[src/rtl/sig_pkg.sv]
package sig_pkg;
  localparam int unsigned SIG_W = 16;
  localparam logic [SIG_W-1:0] SIG_POLY = 16'h100B;
endpackage

[src/rtl/sig_lfsr_core.sv]
module sig_lfsr_core #(
  parameter int unsigned WIDTH = sig_pkg::SIG_W,
  parameter logic [WIDTH-1:0] POLY = sig_pkg::SIG_POLY
) (
  input  logic             clk,
  input  logic             rst_n,
  input  logic             step_en,
  input  logic             din,
  output logic [WIDTH-1:0] state_q
);
  localparam int unsigned MSB = WIDTH - 1;

  logic             fb;
  logic [WIDTH-1:0] state_d;

  assign fb = state_q[MSB] ^ din;

  // Galois form: every tap bit XORs in the feedback term.
  genvar gi;
  generate
    for (gi = 0; gi < WIDTH; gi++) begin : g_bit
      if (gi == 0) begin : g_lsb
        assign state_d[gi] = POLY[gi] & fb;
      end else begin : g_up
        assign state_d[gi] = state_q[gi-1] ^ (POLY[gi] & fb);
      end
    end
  endgenerate

  always_ff @(posedge clk or negedge rst_n) begin
    if (!rst_n) state_q <= '0;
    else if (step_en) state_q <= state_d;
  end
endmodule

[src/rtl/sig_readout_sr.sv]
module sig_readout_sr #(
  parameter int unsigned WIDTH = sig_pkg::SIG_W
) (
  input  logic             clk,
  input  logic             rst_n,
  input  logic             capture,
  input  logic             shift,
  input  logic             scan_in,
  input  logic [WIDTH-1:0] load_val,
  output logic [WIDTH-1:0] sr_q,
  output logic             scan_out
);
  always_ff @(posedge clk or negedge rst_n) begin
    if (!rst_n) sr_q <= '0;
    else if (capture) sr_q <= load_val;
    else if (shift) sr_q <= {scan_in, sr_q[WIDTH-1:1]};
  end

  assign scan_out = sr_q[0];
endmodule

[src/rtl/sig_compactor.sv]
module sig_compactor #(
  parameter int unsigned WIDTH = sig_pkg::SIG_W,
  parameter logic [WIDTH-1:0] POLY = sig_pkg::SIG_POLY
) (
  input  logic             clk,
  input  logic             rst_n,
  input  logic             cmp_en,
  input  logic             in_valid,
  output logic             in_ready,
  input  logic             in_bit,
  input  logic             dr_capture,
  input  logic             dr_shift,
  input  logic             dr_scan_in,
  output logic             dr_scan_out,
  output logic [WIDTH-1:0] sig_q
);
  logic             rdy_q;
  logic             xfer;
  logic [WIDTH-1:0] rd_q;

  // Ready rises with the first clock out of reset and stays high.
  always_ff @(posedge clk or negedge rst_n) begin
    if (!rst_n) rdy_q <= 1'b0;
    else rdy_q <= 1'b1;
  end
  assign in_ready = rdy_q;
  assign xfer     = in_valid & rdy_q & cmp_en;

  sig_lfsr_core #(.WIDTH(WIDTH), .POLY(POLY)) u_core (
    .clk     (clk),
    .rst_n   (rst_n),
    .step_en (xfer),
    .din     (in_bit),
    .state_q (sig_q)
  );

  sig_readout_sr #(.WIDTH(WIDTH)) u_rd (
    .clk      (clk),
    .rst_n    (rst_n),
    .capture  (dr_capture),
    .shift    (dr_shift),
    .scan_in  (dr_scan_in),
    .load_val (sig_q),
    .sr_q     (rd_q),
    .scan_out (dr_scan_out)
  );
endmodule

[config.mk]
export PLATFORM = sky130hd
export DESIGN_NAME = sig_compactor
export DESIGN_NICKNAME = d
export VERILOG_FILES = /design/src/rtl/sig_pkg.sv /design/src/rtl/sig_lfsr_core.sv /design/src/rtl/sig_readout_sr.sv /design/src/rtl/sig_compactor.sv
export SDC_FILE = /design/constraint.sdc
export NUM_CORES = 1
export LEC_CHECK = 0
export BUFFER_PORTS_ARGS = -buffer_cell sky130_fd_sc_hd__buf_4
export CAP_MARGIN = 20
export CELL_PAD_IN_SITES_DETAIL_PLACEMENT = 2
export CELL_PAD_IN_SITES_GLOBAL_PLACEMENT = 2
export CORE_AREA = 2 2 72 74
export CTS_CLUSTER_SIZE = 40
export DETAILED_ROUTE_END_ITERATION = 8
export DIE_AREA = 0 0 74 76
export PLACE_DENSITY = 0.71
export SLEW_MARGIN = 30
export SYNTH_ARGS = -nofsm -noshare
export SYNTH_HDL_FRONTEND = slang
export SYNTH_SLANG_ARGS = --single-unit
[constraint.sdc]
create_clock -name clk -period 1.1 [get_ports clk]
set_input_delay 0.11 -clock clk [delete_from_list [all_inputs] [get_ports clk]]
set_output_delay 0.11 -clock clk [all_outputs]
set_load 0.01 [all_outputs]
# [After elaboration in Yosys (flattened, before gate mapping)]
# Cells that the tools add are included.
[op_classes] addsub=0 div_mod_pow=0 n_mux=2 n_eq_ne=0 n_shift=0 n_mul=0 n_reduce_logical=1 order_cmp=0 bitwise_logic=6
[ops] op="16-bit 2-to-1 mux" count=2
[ops] op="1-bit XOR" count=4
[ops] op="1-bit AND" count=2
[ops] op="2-bit nonzero test" count=1
[totals] regBits=33 latch_bits=0 memories=0 word_cells=12 output_inout_bits=18 ramBits=0 mem_bits_ro=0 inputBits=8

# [Depth between registers and ports, before layout]
# Gate-level depths: netlist (run 1).
[depth] word_depth=2 depth_mapped=4 ltp_nobuf=2

# [Hierarchy]
# A second synthesis (run 1) with hierarchy kept.
[hier_totals] cells_unflattened=125 area_unflattened_um2=1556.5
[by_module_without_submodules] module="sig_lfsr_core" instances=1 seq_area_each_um2=400.4 cells_per_inst=52 area_each_um2=769.5
[by_module_without_submodules] module="sig_readout_sr" instances=1 seq_area_each_um2=400.4 cells_per_inst=70 area_each_um2=752.0
[by_module_without_submodules] module="sig_compactor" instances=1 seq_area_each_um2=25.0 cells_per_inst=3 area_each_um2=35.0

# [Worst setup path before layout (run 1)]
# No wires, ideal clock.
[synth_timing] path_type="register to register" startpoint="register u_core.state_q[15]" endpoint="register u_core.state_q[12]" arrival_time_ps=1101 period_less_slack_ps=1225 path_stages_with_launch=4 n_path_buf=1 slack_ps=-125 path_cell_list="dfrtp_1 clkbuf_1 xor3_1 mux2_2"
[synth_via] elab_chain_len=2
[synth_rtl] element="start: declaration" line="sig_lfsr_core.sv:9" rtl="output logic [WIDTH-1:0] state_q"
[synth_rtl] element="start signal: assignment" line="sig_lfsr_core.sv:32" rtl="else if (step_en) state_q <= state_d;"
[synth_rtl] element="1-bit XOR" line="sig_lfsr_core.sv:16" rtl="assign fb = state_q[MSB] ^ din;"
[synth_rtl] element="1-bit XOR" line="sig_lfsr_core.sv:25" rtl="assign state_d[gi] = state_q[gi-1] ^ (POLY[gi] & fb);"
# Every way passes these cells.
# A chain may end at the register's enable or synchronous reset.

# [Worst setup path after layout (run 1)]
[layout_timing] startpoint="register u_core.state_q[2]" endpoint="register u_core.state_q[3]"
[layout_via] elab_chain_len=1
[layout_rtl] element="1-bit XOR" line="sig_lfsr_core.sv:25"
# Every way passes these cells.

==> metrics.txt, run 1 <==
status=complete, but fails checks; failing checks=negative setup slack; Final min period=1160 ps; largest area contributor in the netlist=dfrtp_1; Post-Route WL=3.44 mm; Hold/Removal Path Class=primary input to register; r2r worst-path depth=2; IO Pins=26; Crit. path cell count=2; die width=74 um; Pleak=0.950 nW; most common cell after layout, fill and taps aside=dfrtp_1; Worst Setup End Kind=register; Setup Viol. Count Final=9; Critical Path Source Type=register; post-synthesis instance total=123; clk sinks=33; Yosys cell types=12; largest net degree at the start of global routing=34; share of cells above drive strength 1=39.4%; Skew-Pair Late Insertion Delay=290 ps; CTS max path bufs=2; Crit-path slowest cell=xor3_1; fillcell total=518; Synth Register Bits=33; FMAX=865 MHz; Syn. warnings=0; CP Data Arrival Time=1320 ps; area delta synth->final=24.1%; Root Buffer=clkbuf_8; register area share after synthesis=53.4%; placed cells=202; crit-path cells=xor3_1 -> mux2_2; WP buf/inv=0; Post-Syn Area=0.00155 mm^2; Avg WL per Cell=16.2 um; Total Power=5.24 mW; Layout Cells excl Fill=212; CORE AREA=0.00491 mm^2; Pre-antenna DRT Iters=4; gpl congestion=0.675; Iter 0 DRT Violations=23; height of the die=76 um; R2R Path Start=u_core.state_q[2]$_DFFE_PN0P_; Worst Setup Slack, final=-55.5 ps; peak fanout along the critical path=2; via count=944; Max-Cap Viols=0; top cells by area, synth=dfrtp_1 (53%), mux2_2 (12%), mux2i_1 (10%); gr ovfl total=0; first-pass GRT wire length=5.43 mm; DRT antenna net count=0; CP peak stage delay=410 ps; vias in the first global route=1,088; nets@finish=149; HP Start=dr_capture; unrepaired setup endpoints after global routing=true; synthesized area per cell=12.6 um^2; Worst EP required=1270 ps; cts bufs inserted=5; max-slew violations=0; Syn Nets=131; number of port buffers=25; GRT Util Overall=13.0%; Final period util=105%; Setup CP Type=register to register; Peak supply drop=0.00151 V; skew final=7.56 ps; TritonCTS clock tree=built; CTS H-tree depth=2; Setup crit start=u_core.state_q[2]$_DFFE_PN0P_; # diodes=0; Setup Buffers After CTS=0; Clock transition at path regs=70 ps; Synth top area share=53.4%; initial antenna violation count=0; most frequent cells in the layout=dfrtp_1 (31), buf_4 (26), mux2i_1 (16), nand2_1 (16), o21ai_0 (16); # DRC=0; Hold Violations, Final=0; die area=0.00562 mm^2; Worst Hold Path Cells=3; Initial Util=31.5%; delay-heaviest family, CP=XOR/XNOR gates; via/cell ratio=4.45; PwrDens=2730 mW/mm^2; post-DP HPWL=2.20 mm; # rows=26
## path summary, 6_finish.rpt
kind	endpoint	slack, ps
max	u_core.state_q[3]$_DFFE_PN0P_	-60
min	u_rd.sr_q[3]$_DFFE_PN0P_	220
max reg2reg	u_core.state_q[3]$_DFFE_PN0P_	-60
min reg2reg	u_rd.sr_q[3]$_DFFE_PN0P_	570
max in group asynchronous	in_ready$_DFF_PN0_	470
min in group asynchronous	u_rd.sr_q[13]$_DFFE_PN0P_	310
## kinds of logic after synthesis
group	count (synthesis)	synth area share (%)
buffers and inverters	20	9.47
AO/OA/AOI/OAI	16	5.18
XOR/XNOR	4	5.18
AND/OR/NAND/NOR	17	4.53
other	1	0.242
multiplexers	32	22.0
flip-flops	33	53.4
## metrics by stage
| step | hold slack [ps] | utilization [%] | setup slack, ps | TNS [ps] | instance area, um^2 |
|---|---|---|---|---|---|
| 3_3_place_gp | 71.9 | 34.9 | 5.04 | 0 | 1710 |
| 4_1_cts | 216 | 37.6 | -69.3 | -638 | 1850 |
| 2_1_floorplan | -186 | - | -83.5 | -441 | 1560 |
| 5_1_grt | 241 | 39.1 | -111 | -699 | 1920 |
| 6_report | 219 | 39.1 | -55.5 | -161 | 1920 |
| 3_5_place_dp | 75.1 | 34.9 | -57.5 | -345 | 1710 |
## state kept, by name, summed over array words and instances, names as in the netlist
register and cells:
u_rd.sr_q 16, u_core.state_q 16, in_ready 1
## cells in the mapped netlist (all sizes together)
cell type and n:
mux2 16, xor2 1, dfrtp 33, nand2 16
buf 16, clkbuf 4, o21ai 16, nand3 1
xor3 3, mux2i 16, conb 1
## metal layers
layer  part of all wire [%]  GRT usage, %  vias to the layer above
met5                      0             0                        -
met4                    1.4          6.00                        0
met3                    3.3          5.16                        4
met2                     54          20.6                       14
met1                     41          15.3                      482
li1                       -             -                      444
## worst register-to-register path, delay by kind of cell (launching register included)
| family | cells | cell delay, ps |
|---|---|---|
| xor+xnor | 1 | 410 |
| mux | 1 | 280 |
| flops | 1 | 350 |
## final cells by class
type,count,area (um^2),area share [%]
Sequential cell,33,828,43.2
Multi-Input combinational cell,71,648,33.8
Timing Repair Buffer,30,239,12.5
Tap cell,70,87.6,4.56
Clock buffer,7,86.3,4.50
Clock inverter,1,30.0,1.56
## timing repair
item | in CTS | in global routing
endpoints found under the hold margin | 33 | 0
pin swaps | 0 | 1
gates cloned | 0 | 1
resized for setup | 3 | 16
hold buffers | 1 | 0
endpoints found under the setup margin | 17 | 19
## power breakdown
| part | internal (mW) | switching, mW |
|---|---|---|
| clock | 0.738 | 0.451 |
| sequential | 1.73 | 0.467 |
| combinational | 1.17 | 0.677 |
| total | 3.64 | 1.59 |
Note: power is estimated with default switching activity, not from simulation.
==> inputs of run 2 (changes only) <==
Settings changed: CORE_AREA 2 2 72 74 to 2 2 68 70, DIE_AREA 0 0 74 76 to 0 0 70 72, PLACE_DENSITY 0.71 to 0.75.
Clock period 1.1 ns to 1.3 ns, I/O delays scaled along.
==> metrics.txt, run 2 (synthesis results as in run 1) <==
FMAX=825 MHz (was 865 MHz); vias in the first global route=1,046 (was 1,088); most common cell after layout, fill and taps aside=dfrtp_1 (unchanged); # DRC=0 (unchanged); R2R Path Start=u_core.state_q[11]$_DFFE_PN0P_ (was u_core.state_q[2]$_DFFE_PN0P_); Clock transition at path regs=70 ps (about the same); initial antenna violation count=0 (unchanged); cts bufs inserted=5 (unchanged); CTS H-tree depth=2 (unchanged); via count=915 (was 944); Total Power=4.03 mW (was 5.24 mW); status=finished, final reports clean (was complete, but fails checks); r2r worst-path depth=2 (unchanged); Final period util=93.2% (was 105%); crit-path cells=xor3_1 -> mux2_2 (unchanged); Layout Cells excl Fill=190 (was 212); FF-to-FF End=u_core.state_q[12]$_DFFE_PN0P_ (was u_core.state_q[3]$_DFFE_PN0P_); post_cts resized=0 (was 3); HP Start=dr_scan_in (was dr_capture); Skew-Pair Late Insertion Delay=280 ps (was 290 ps); post-DP HPWL=2.21 mm (was 2.20 mm); CP Data Arrival Time=1380 ps (was 1320 ps); # rows=24 (was 26); worst hold endpoint=u_rd.sr_q[15]$_DFFE_PN0P_ (was u_rd.sr_q[3]$_DFFE_PN0P_); Worst EP required=1470 ps (was 1270 ps); skew final=5.50 ps (was 7.56 ps); Worst R2R Setup Slack=90 ps (was -60 ps); nets@finish=145 (was 149); PwrDens=2260 mW/mm^2 (was 2730 mW/mm^2); height of the die=72 um (was 76 um); Hold/Removal Path Class=primary input to register (unchanged); CORE AREA=0.00426 mm^2 (was 0.00491 mm^2); TritonCTS clock tree=built (unchanged); Crit-path slowest cell=xor3_1 (unchanged); Post-Route Setup TNS=0 ps (was -161 ps); area delta synth->final=15.4% (was 24.1%); delay-heaviest family, CP=XOR/XNOR gates (unchanged); peak fanout along the critical path=4 (was 2); die area=0.00504 mm^2 (was 0.00562 mm^2); Pleak=0.872 nW (was 0.950 nW); gr ovfl total=0 (unchanged); gpl congestion=0.698 (was 0.675); unrepaired setup endpoints after global routing=false (was true); GRT Util Overall=14.0% (was 13.0%); Hold Violations, Final=0 (unchanged); Setup CP Type=register to register (unchanged); Final Cell Area=0.00178 mm^2 (was 0.00192 mm^2); Initial Util=36.3% (was 31.5%); WP buf/inv=0 (unchanged); Root Buffer=clkbuf_8 (unchanged); most frequent cells in the layout=dfrtp_1 (33), buf_4 (25) (was dfrtp_1 (31), buf_4 (26), mux2i_1 (16), nand2_1 (16), o21ai_0 (16)); share of cells above drive strength 1=37.0% (was 39.4%); CTS max path bufs=2 (unchanged); Post-Route WL=3.20 mm (was 3.44 mm); Setup Viol. Count Final=0 (was 9); via/cell ratio=4.82 (was 4.45); placed cells=181 (was 202); Peak supply drop=0.00104 V (was 0.00151 V); Avg WL per Cell=16.8 um (was 16.2 um); number of port buffers=25 (unchanged); CP peak stage delay=430 ps (was 410 ps); IO Pins=26 (unchanged); Worst Hold Path Cells=3 (unchanged); max-slew violations=0 (unchanged); Worst Setup End Kind=register (unchanged); Pre-antenna DRT Iters=2 (was 4); post-placement cell area=0.00167 mm^2 (was 0.00171 mm^2); largest net degree at the start of global routing=34 (unchanged); Critical Path Source Type=register (unchanged); Max-Cap Viols=0 (unchanged); Iter 0 DRT Violations=22 (was 23); clk sinks=33 (unchanged); Final min period=1210 ps (was 1160 ps); # diodes=0 (unchanged); die width=70 um (was 74 um); DRT antenna net count=0 (unchanged); first-pass GRT wire length=5.39 mm (was 5.43 mm)
==> run 2: changes by cell type in the layout (fill, tap and decap cells not counted), sizes merged <==
cell / change
buf: -3
bufinv: -1
clkinv: +1
nand3: -1
==> run 2: per-stage QoR <==
| stage | hold WS, ps | utilization (%) | setup WS [ps] |
|---|---|---|---|
| 6_report | 146 | 41.8 | 88.0 |
| 5_1_grt | 202 | 41.8 | 44.3 |
| 4_1_cts | 146 | 41.8 | 71.9 |
| 3_5_place_dp | 102 | 39.2 | 82.1 |
| 3_3_place_gp | 89.2 | 39.2 | 160 |
| 2_1_floorplan | -166 | - | 74.7 |
==> run 2: layout make-up <==
type | instances | area [um^2]
tap | 52 | 65.1
fill | 452 | 2480
clock inverter | 1 | 5.00
sequential | 33 | 826
clock buffer | 7 | 96.3
timing repair buffer | 27 | 218
multi-input combinational | 70 | 574
==> run 2: where the power goes <==
group / switching (mW) / leakage [nW] / internal, mW
combinational: 0.514 / 0.408 / 0.790
sequential: 0.419 / 0.410 / 1.46
clock: 0.362 / 0.0542 / 0.478
==> run 2: worst max-delay path by stage <==
stage                                   start                              to  cells past startpoint
3_5_place_dp   u_core.state_q[11]$_DFFE_PN0P_  u_core.state_q[12]$_DFFE_PN0P_                      2
4_1_cts        u_core.state_q[11]$_DFFE_PN0P_  u_core.state_q[12]$_DFFE_PN0P_                      2
3_3_place_gp    u_core.state_q[2]$_DFFE_PN0P_   u_core.state_q[3]$_DFFE_PN0P_                      2
6_report       u_core.state_q[11]$_DFFE_PN0P_  u_core.state_q[12]$_DFFE_PN0P_                      2
2_1_floorplan  u_core.state_q[15]$_DFFE_PN0P_  u_core.state_q[12]$_DFFE_PN0P_                      3
5_1_grt        u_core.state_q[11]$_DFFE_PN0P_  u_core.state_q[12]$_DFFE_PN0P_                      2
==> run 2: metal layers <==
layer	vias to the layer above	track usage, %	wire length [um]
li1	432	-	-
met1	457	16.0	1320
met2	19	25.1	1690
met3	7	3.19	119
met4	0	6.41	56
met5	-	0	0
==> run 2: worst reg2reg max path, cell delays in order, from the launching register on <==
cell and delay (ps):
dfrtp_1 410, xor3_1 430, mux2_2 260
==> run 2: timing repair <==
action	CTS	global route
hold buffers	1	0
hold endpoints to repair	33	0
buffers inserted	0	0
